[src/rtl/irq_hub_pkg.sv]
package irq_hub_pkg;
  localparam int unsigned REG_AW = 8;
  localparam logic [REG_AW-1:0] ADDR_TOP_STAT = 8'h01;
  localparam logic [REG_AW-1:0] ADDR_TOP_EN   = 8'h03;
  localparam logic [REG_AW-1:0] ADDR_SEC_BASE = 8'h10;
  localparam int unsigned N_DIRECT = 4;

  // status of secondary k at base+2k, its enable one above
  function automatic logic [REG_AW-1:0] sec_stat_addr(input int unsigned k);
    return ADDR_SEC_BASE + REG_AW'(2 * k);
  endfunction

  function automatic logic [REG_AW-1:0] sec_en_addr(input int unsigned k);
    return ADDR_SEC_BASE + REG_AW'(2 * k + 1);
  endfunction
endpackage

[src/rtl/irq_w1c_bank.sv]
module irq_w1c_bank #(
  parameter int unsigned WIDTH = 8
) (
  input  logic             clk,
  input  logic             rst_n,
  input  logic             sync_clr,
  input  logic [WIDTH-1:0] set_i,
  input  logic             clr_we,
  input  logic [WIDTH-1:0] clr_mask,
  output logic [WIDTH-1:0] q_o
);
  logic [WIDTH-1:0] q_q;
  logic [WIDTH-1:0] q_d;
  logic [WIDTH-1:0] keep;
  logic             q_en;

  always_comb begin
    keep = clr_we ? ~clr_mask : '1;
    // a pulse landing with a clear keeps the bit
    q_d  = sync_clr ? '0 : ((q_q & keep) | set_i);
    q_en = sync_clr | clr_we | (|set_i);
  end

  always_ff @(posedge clk or negedge rst_n) begin
    if (!rst_n)    q_q <= '0;
    else if (q_en) q_q <= q_d;
  end

  assign q_o = q_q;

  p_set_wins_r4: assert property (@(posedge clk) disable iff (!rst_n)
    (!sync_clr && (|set_i)) |=> ((q_o & $past(set_i)) == $past(set_i)));

  p_hold_r3: assert property (@(posedge clk) disable iff (!rst_n)
    (!sync_clr && !clr_we && (set_i == '0)) |=> $stable(q_o));

  p_sync_clear_r9: assert property (@(posedge clk) disable iff (!rst_n)
    sync_clr |=> (q_o == '0));
endmodule

[src/rtl/irq_sec_channel.sv]
module irq_sec_channel #(
  parameter int unsigned WIDTH = 8
) (
  input  logic             clk,
  input  logic             rst_n,
  input  logic             sync_clr,
  input  logic [WIDTH-1:0] evt_i,
  input  logic             stat_we,
  input  logic             en_we,
  input  logic [WIDTH-1:0] wdata,
  output logic [WIDTH-1:0] stat_o,
  output logic [WIDTH-1:0] en_o,
  output logic             sum_o
);
  logic [WIDTH-1:0] en_q;
  logic [WIDTH-1:0] en_d;

  irq_w1c_bank #(.WIDTH(WIDTH)) u_stat (
    .clk      (clk),
    .rst_n    (rst_n),
    .sync_clr (sync_clr),
    .set_i    (evt_i),
    .clr_we   (stat_we),
    .clr_mask (wdata),
    .q_o      (stat_o)
  );

  always_comb en_d = wdata;

  always_ff @(posedge clk or negedge rst_n) begin
    if (!rst_n)     en_q <= '0;
    else if (en_we) en_q <= en_d;
  end

  assign en_o  = en_q;
  assign sum_o = |(stat_o & en_q);

  p_en_hold_r5: assert property (@(posedge clk) disable iff (!rst_n)
    !en_we |=> $stable(en_o));

  p_en_load_r5: assert property (@(posedge clk) disable iff (!rst_n)
    en_we |=> (en_o == $past(wdata)));
endmodule

[src/rtl/irq_status_hub.sv]
module irq_status_hub
  import irq_hub_pkg::*;
#(
  parameter int unsigned DW = 8,
  parameter int unsigned NS = 4
) (
  input  logic             clk,
  input  logic             rst_n,
  input  logic             stat_clr_i,
  input  logic             ev_sid_done_i,
  input  logic             ev_sid_pkt_err_i,
  input  logic             ev_sid_abort_i,
  input  logic             ev_eng_err_i,
  input  logic             ev_eng_bus_rst_i,
  input  logic [NS*DW-1:0] sec_evt_i,
  input  logic [REG_AW-1:0] addr_i,
  input  logic             wr_en_i,
  input  logic             rd_en_i,
  input  logic [DW-1:0]    wdata_i,
  output logic [DW-1:0]    rdata_o,
  output logic             irq_o
);
  localparam int unsigned N_EVT = DW - NS;

  // reset: asserted at once, released on the clock
  logic [1:0] rst_sync_q;
  logic       rst_int_n;
  always_ff @(posedge clk or negedge rst_n) begin
    if (!rst_n) rst_sync_q <= '0;
    else        rst_sync_q <= {rst_sync_q[0], 1'b1};
  end
  assign rst_int_n = rst_sync_q[1];

  // write decode
  logic          top_stat_we;
  logic          top_en_we;
  logic [NS-1:0] sec_stat_we;
  logic [NS-1:0] sec_en_we;

  always_comb begin
    top_stat_we = wr_en_i && (addr_i == ADDR_TOP_STAT);
    top_en_we   = wr_en_i && (addr_i == ADDR_TOP_EN);
    for (int k = 0; k < NS; k++) begin
      sec_stat_we[k] = wr_en_i && (addr_i == sec_stat_addr(k));
      sec_en_we[k]   = wr_en_i && (addr_i == sec_en_addr(k));
    end
  end

  // direct event bits, order high to low: done, error, engine error, engine bus reset
  logic [N_EVT-1:0] evt_set;
  logic [N_EVT-1:0] evt_q;
  assign evt_set = N_EVT'({ev_sid_done_i, ev_sid_pkt_err_i | ev_sid_abort_i,
                           ev_eng_err_i, ev_eng_bus_rst_i});

  irq_w1c_bank #(.WIDTH(N_EVT)) u_evt (
    .clk      (clk),
    .rst_n    (rst_int_n),
    .sync_clr (stat_clr_i),
    .set_i    (evt_set),
    .clr_we   (top_stat_we),
    .clr_mask (wdata_i[DW-1:NS]),
    .q_o      (evt_q)
  );

  // secondary registers
  logic [DW-1:0] sec_stat [NS];
  logic [DW-1:0] sec_en   [NS];
  logic [NS-1:0] sum_w;

  for (genvar k = 0; k < NS; k++) begin : g_sec
    irq_sec_channel #(.WIDTH(DW)) u_ch (
      .clk      (clk),
      .rst_n    (rst_int_n),
      .sync_clr (stat_clr_i),
      .evt_i    (sec_evt_i[k*DW +: DW]),
      .stat_we  (sec_stat_we[k]),
      .en_we    (sec_en_we[k]),
      .wdata    (wdata_i),
      .stat_o   (sec_stat[k]),
      .en_o     (sec_en[k]),
      .sum_o    (sum_w[k])
    );

    p_sum_fall_r7: assert property (@(posedge clk) disable iff (!rst_int_n)
      $fell(sum_w[k]) |-> ($past(sec_stat_we[k]) || $past(sec_en_we[k]) ||
                           $past(stat_clr_i)));
  end

  logic [DW-1:0] top_stat;
  assign top_stat = {evt_q, sum_w};

  // top enable
  logic [DW-1:0] top_en_q;
  logic [DW-1:0] top_en_d;
  always_comb top_en_d = wdata_i;
  always_ff @(posedge clk or negedge rst_int_n) begin
    if (!rst_int_n)     top_en_q <= '0;
    else if (top_en_we) top_en_q <= top_en_d;
  end

  // interrupt line
  logic irq_q;
  logic irq_d;
  always_comb irq_d = |(top_stat & top_en_q);
  always_ff @(posedge clk or negedge rst_int_n) begin
    if (!rst_int_n) irq_q <= 1'b0;
    else            irq_q <= irq_d;
  end
  assign irq_o = irq_q;

  // read mux
  logic [DW-1:0] rd_mux;
  always_comb begin
    rd_mux = '0;
    if (addr_i == ADDR_TOP_STAT)    rd_mux = top_stat;
    else if (addr_i == ADDR_TOP_EN) rd_mux = top_en_q;
    for (int k = 0; k < NS; k++) begin
      if (addr_i == sec_stat_addr(k)) rd_mux = sec_stat[k];
      if (addr_i == sec_en_addr(k))   rd_mux = sec_en[k];
    end
  end
  assign rdata_o = rd_en_i ? rd_mux : '0;

  p_irq_masked_r8: assert property (@(posedge clk) disable iff (!rst_int_n)
    (top_en_q == '0) |=> !irq_o);

  p_irq_raise_r8: assert property (@(posedge clk) disable iff (!rst_int_n)
    (|(top_stat & top_en_q)) |=> irq_o);

  p_top_clr_r9: assert property (@(posedge clk) disable iff (!rst_int_n)
    stat_clr_i |=> (top_stat == '0));
endmodule

[config.mk]
export PLATFORM = sky130hd
export DESIGN_NAME = irq_status_hub
export DESIGN_NICKNAME = d
export VERILOG_FILES = /design/src/rtl/irq_hub_pkg.sv /design/src/rtl/irq_w1c_bank.sv /design/src/rtl/irq_sec_channel.sv /design/src/rtl/irq_status_hub.sv
export SDC_FILE = /design/constraint.sdc
export NUM_CORES = 1
export LEC_CHECK = 0
export BUFFER_PORTS_ARGS = -buffer_cell sky130_fd_sc_hd__clkbuf_2
export CAP_MARGIN = 15
export CORE_MARGIN = 2
export CORE_UTILIZATION = 46
export CTS_BUF_LIST = sky130_fd_sc_hd__clkbuf_4 sky130_fd_sc_hd__clkbuf_8 sky130_fd_sc_hd__clkbuf_16
export DETAILED_ROUTE_END_ITERATION = 16
export PLACE_DENSITY = 0.67
export SLEW_MARGIN = 30
export SYNTH_ARGS = -nofsm -noshare
export SYNTH_HDL_FRONTEND = slang
export SYNTH_SLANG_ARGS = --single-unit
[constraint.sdc]
create_clock -name clk -period 2.85 [get_ports clk]
set_input_delay 0.4275 -clock clk [delete_from_list [all_inputs] [get_ports clk]]
set_output_delay 0.4275 -clock clk [all_outputs]
set_load 0.005 [all_outputs]
== Word level (Yosys, flattened, before mapping) ==
Cells that the tools add are included.

* Flip-flop bits (word level): 79
* Latch bits: 0
* Memory bits (writable): 0
* Bits in read-only memories: 0
* Input bits: 58
* Output and inout bits: 9
* Logic and storage cells: 91
* Memories kept: 0

* Add/subtract/negate cells: 0
* Multiply operators: 0
* Divide/modulo/power cells: 0
* Magnitude comparators: 0
* Eq/ne operators: 10
* Shift-type cells: 0
* Muxes and demuxes: 21
* Bitwise operators: 28
* Reduce and logical (&&, ||, !) cells: 20

{| class="wikitable"
|+ Operators with widths
! kind !! count
|-
| $mux W8 || 19
|-
| $and A8 B8 Y8 || 9
|-
| $reduce_or A8 Y1 || 9
|-
| $eq A8 B5 Y1 const B || 8
|-
| $or A8 B8 Y8 || 4
|-
| $or A1 B1 Y1 || 11
|-
| $logic_and A1 B1 Y1 || 10
|-
| $eq A8 B1 Y1 const B || 1
|-
| $eq A8 B2 Y1 const B || 1
|-
| $mux W4 || 2
|-
| $not A8 Y8 || 1
|-
| $and A4 B4 Y4 || 1
|-
| $not A4 Y4 || 1
|-
| $or A4 B4 Y4 || 1
|-
| $reduce_or A4 Y1 || 1
|}

== Depth between registers and ports, before layout ==
* Word-level depth: 12
* Mapped depth: 7
* Mapped depth without buffers: 4

== Modules after synthesis ==
A second synthesis with hierarchy kept.

* Cells, all modules: 443
* Area total of the unflattened synthesis: 4693.3 µm²

{| class="wikitable"
|+ Modules (own cells, without submodules)
! module !! instances !! cells each !! area an instance (µm²) !! seq. area each (µm²)
|-
| irq_status_hub || 1 || 203 || 1570.3 || 275.3
|-
| irq_w1c_bank at g_sec[0].u_ch.u_stat ... || 4 || 34 || 371.6 || 200.2
|-
| irq_sec_channel || 4 || 22 || 367.9 || 200.2
|-
| irq_w1c_bank at u_evt || 1 || 16 || 165.2 || 100.1
|}

== Worst setup path before layout ==
No wires, ideal clock.

* Kind: in2out
* Start point: input port addr_i[2]
* End point: output port rdata_o[6]
* Arrival time: 1.956 ns
* Data required time: 2.423 ns
* Path slack: 0.467 ns
* Stages: 6
* Buffers on the path: 2
* Cells stage by stage: buf_6 > or4_4 > buf_2 > nor4_2 > a221o_1 > a32o_1

* Cells in the longest elaborated chain, start to end: 12
* Elaborated cells between the ends (all ways): 21
* Those cells by class: 10 x eq/ne; 11 x mux

{| class="wikitable"
|+ Ends and longest elaborated chain
! item !! line !! RTL
|-
| from (decl) || irq_status_hub.sv:16 || <nowiki>input logic [REG_AW-1:0] addr_i,</nowiki>
|-
| $eq A8 B2 Y1 || irq_status_hub.sv:116 || <nowiki>else if (addr_i == ADDR_TOP_EN) rd_mux = top_en_q;</nowiki>
|-
| $mux W8 || irq_status_hub.sv:116 ||
|-
| $mux W8 || irq_status_hub.sv:115 || <nowiki>if (addr_i == ADDR_TOP_STAT) rd_mux = top_stat;</nowiki>
|-
| $mux W8 || irq_status_hub.sv:118 || <nowiki>if (addr_i == sec_stat_addr(k)) rd_mux = sec_stat[k];</nowiki>
|-
| $mux W8 || irq_status_hub.sv:119 || <nowiki>if (addr_i == sec_en_addr(k)) rd_mux = sec_en[k];</nowiki>
|-
| $mux W8 || irq_status_hub.sv:118 ||
|-
| $mux W8 || irq_status_hub.sv:119 ||
|-
| $mux W8 || irq_status_hub.sv:118 ||
|-
| $mux W8 || irq_status_hub.sv:119 ||
|-
| $mux W8 || irq_status_hub.sv:118 ||
|-
| $mux W8 (*) || irq_status_hub.sv:119 ||
|-
| $mux W8 (*) || irq_status_hub.sv:122 || <nowiki>assign rdata_o = rd_en_i ? rd_mux : '0;</nowiki>
|-
| to (decl) || irq_status_hub.sv:20 || <nowiki>output logic [DW-1:0] rdata_o,</nowiki>
|}

Mark *: on every way between the ends. The rest lies on a longest branch, timed or not.

== Final worst setup path ==
* Start point: input port addr_i[3]
* End point: output port rdata_o[6]

Same word-level chain as after synthesis.

==> impl_metrics.csv <==
group,metric,value,unit
run_status,status,"finished clean",
placement,routabilityCongestion,1.013,
routing,vias,4115,
pwr,power.density,483.4,mW/mm2
floorplan,io_pins,67,
layout,diodes,0,
routing,ant_nets,0,
grt,grt_usage,0.2758,
floorplan,row_count,36,
clock_network,cts_inserted_buffers,9,
clock_network,post_cts_resized,0,
synth,synth-seq-area-share,0.4337,
clock_network,clockRootBuffer,"clkbuf_8",
setup_path,crit_path_frequent_cell,"clkbuf_2",
placement,place_area,0.005081,mm2
setup_path,crit_family,"simple AND/OR/NAND/NOR gates",
sta,worstMarginPinSlew,0.5585,ns
synth,yosys_warnings,0,
synth,synth_edf_count,0,
setup_path,cp.buffers_inverters,3,
grt,grt_max_degree,46,
grt,antenna_found_initial,0,
sta,clock.fmax,376.8,MHz
synth,synth_area_leaders,"dfrtp_1 (43%), mux2_2 (9.6%), nand4_1 (4.1%)",
synth,syn_area_per_cell,9.974,um2
grt,grt_pass1_wl,22670,um
setup_path,cp-end-kind,"output pin",
sta,clock_skew,0.007624,ns
routing,dr.pass1.iters,5,
synth,synth_area,0.004558,mm2
layout,layout-drive-gt1-share,0.3031,
clock_network,clock_path_buffers,2,
clock_network,h-tree-depth,3,
setup_path,required,2.42,ns
routing,wl_per_cell,22.53,um
setup_path,crit_fanout,12,
layout,stdcell_count,651,
pwr,p_total,2568,uW
hold_path,whs_endpoint,"u_evt.q_o[1]$_DFFE_PN0P_",
sta,hold_violations,0,
sta,slew_violations,0,
placement,hpwlAfterDp,10680,um
sta,setup_tns,0,ns
setup_path,ff2ff_setup_slack,1.44,ns
synth,synth_cell_types,51,
setup_path,rr_startpoint,"g_sec[2].u_ch.u_stat.q_o[2]$_DFFE_PN0P_",
job,drv_cap,0,
synth,yosys.area.top_type_share,0.4337,
placement,dpl.cell_count,634,
setup_path,arrival,2.23,ns
synth,ys_async_sr_fraction,1.000,
clock_network,cts_post_setup_buffers_inserted,0,
layout,syn_to_final_growth,16.55,%
sta,final.min_clock_period,2.654,ns
layout,fin_nets,571,
floorplan,core-area,0.009684,mm2
setup_path,start_kind,"input port",
floorplan,die-area,0.01072,mm2
pwr,peakVddDrop,0.2694,mV
synth,synth_cells,457,
synth,ys_seq_elements,79,
grt,grt_overflow,0,
setup_path,path_cells,"clkbuf_2 -> or4_4 -> nor4_1 -> buf_4 -> a221o_1 -> a32o_1 -> clkbuf_2",
routing,via_per_inst,6.321,
floorplan,die_h,103.5,um
clock_network,cts.clk_slew.worst_paths,0.08,ns
routing,dr.first_iter.drc_count,268,
routing,drt-total-wl,14670,um
floorplan,die_x,103.5,um
clock_network,cts_tree,"done",
sta,whs,0.2695,ns
sta,fin_crit_sh,0.9312,
setup_path,path_class,"input port to output pin",
placement,portBuffers,66,
clock_network,hold_buffers,1,
setup_path,worstReg2RegEnd,"irq_o$_DFF_PN0_",
layout,final_area,0.005313,mm2
hold_path,holdCritPathClass,"input port to flip-flop",
sta,slew_headroom,0.6277,
grt,grt_pass1_vias,4042,
setup_path,cp_slowest_cell,"or4_4",
setup_path,slowest_delay,0.65,ns
clock_network,clk-insertion-delay-late,0.37,ns
synth,yosysTopAreaCell,"dfrtp_1",
setup_path,reg2reg_depth,4,
hold_path,hp-start,"ev_eng_err_i",
routing,drc_errors,0,
setup_path,cp-startpoint,"addr_i[3]",
floorplan,floorplan.initialDensity,0.4707,
synth,yosys_most_used_dff,"dfrtp_1",
clock_network,clkSinkCount,79,
hold_path,worstHoldPathCells,3,
pwr,p_leak,0.002311,uW
synth,syn_nets,515,
sta,rsz0062_at_grt,"no",
sta,setup_viol,0,
state kept, by name (all words and copies together) (netlist names):
| signal | cells |
|---|---|
| irq_o | 1 |
| u_evt.q_o | 4 |
| rst_sync_q | 2 |
| g_sec.u_ch.en_o | 32 |
| top_en_q | 8 |
| g_sec.u_ch.u_stat.q_o | 32 |
worst max-delay path by stage:
stage / end / slack (ns) / cells past startpoint
floorplan: rdata_o[6] / 0.47 / 6
global placement: rdata_o[6] / 0.26 / 7
detailed placement: rdata_o[6] / 0.24 / 7
CTS: rdata_o[6] / 0.23 / 7
global route: rdata_o[6] / 0.14 / 7
finish: rdata_o[6] / 0.20 / 7
cell usage after synthesis (12+ instances only):
master and number:
o211ai_1 16, a21oi_1 32, dfrtp_1 79, mux2i_1 12
mux2_2 39, nor4_1 12, nand4_1 30, o21ai_0 12
clkbuf_1 32, a22oi_1 24, nand2_1 23, nor2_1 39
metal layers:
layer / up-vias / GRT usage / routed length, um
met5: - / 0 / 0
met4: 0 / 0.09073 / 271
met3: 20 / 0.04972 / 928
met2: 171 / 0.4447 / 7061
met1: 2059 / 0.3783 / 6408
li1: 1865 / - / -
layout make-up:
cell class | instances | area (um2)
Timing Repair Buffer | 85 | 520.5
Inverter | 2 | 7.507
Clock buffer | 11 | 138.9
Tap cell | 133 | 166.4
Multi-Input combinational cell | 336 | 2416
Fill cell | 891 | 4372
Sequential cell | 79 | 1981
Clock inverter | 5 | 82.58
cell usage in the layout (no fill, tap or decap), types with 4 or more instances in the layout:
cell      instances
dfrtp_1          78
clkbuf_2         66
nor2_1           39
mux2_2           39
a21oi_1          32
nand4_1          30
a22oi_1          24
nand2_1          23
o211ai_1         16
buf_4            15
o21ai_0          12
mux2i_1          12
nor4_1           11
a32o_1           10
clkbuf_8          9
mux2_4            8
nand3_1           7
nor3b_1           6
nand2b_1          4
nor3_1            4
and3_1            4
power breakdown:
| part | total (uW) | internal [uW] | switching (uW) |
|---|---|---|---|
| clock network | 941 | 513 | 428 |
| logic | 360 | 153 | 207 |
| registers | 1270 | 1190 | 79.4 |
metrics by stage:
stage,util,setup slack (ns)
final,0.5486,0.1961
after CTS,0.5486,0.2321
after detailed placement,0.5247,0.2436
after global placement,0.5218,0.2623
after global routing,0.5486,0.1398
after floorplan,-,0.4666
cells by family (layout without fill, tap and decap cells):
family	after synthesis	in the layout	share of synthesized area
simple gates	150	150	0.1787
xor+xnor	1	1	0.001922
compound gates	123	123	0.1872
flops	79	79	0.4337
buf+inv	42	103	0.03870
mux	61	61	0.1589
other cells	1	1	0.0008227
tightest hold or removal path, delay by kind of cell:
family	cells	cell delay, ns
buffers and inverters	1	0.07
AND/OR/NAND/NOR	1	0.07
AO/OA/AOI/OAI	1	0.03
(Power assumes the default switching activity.)
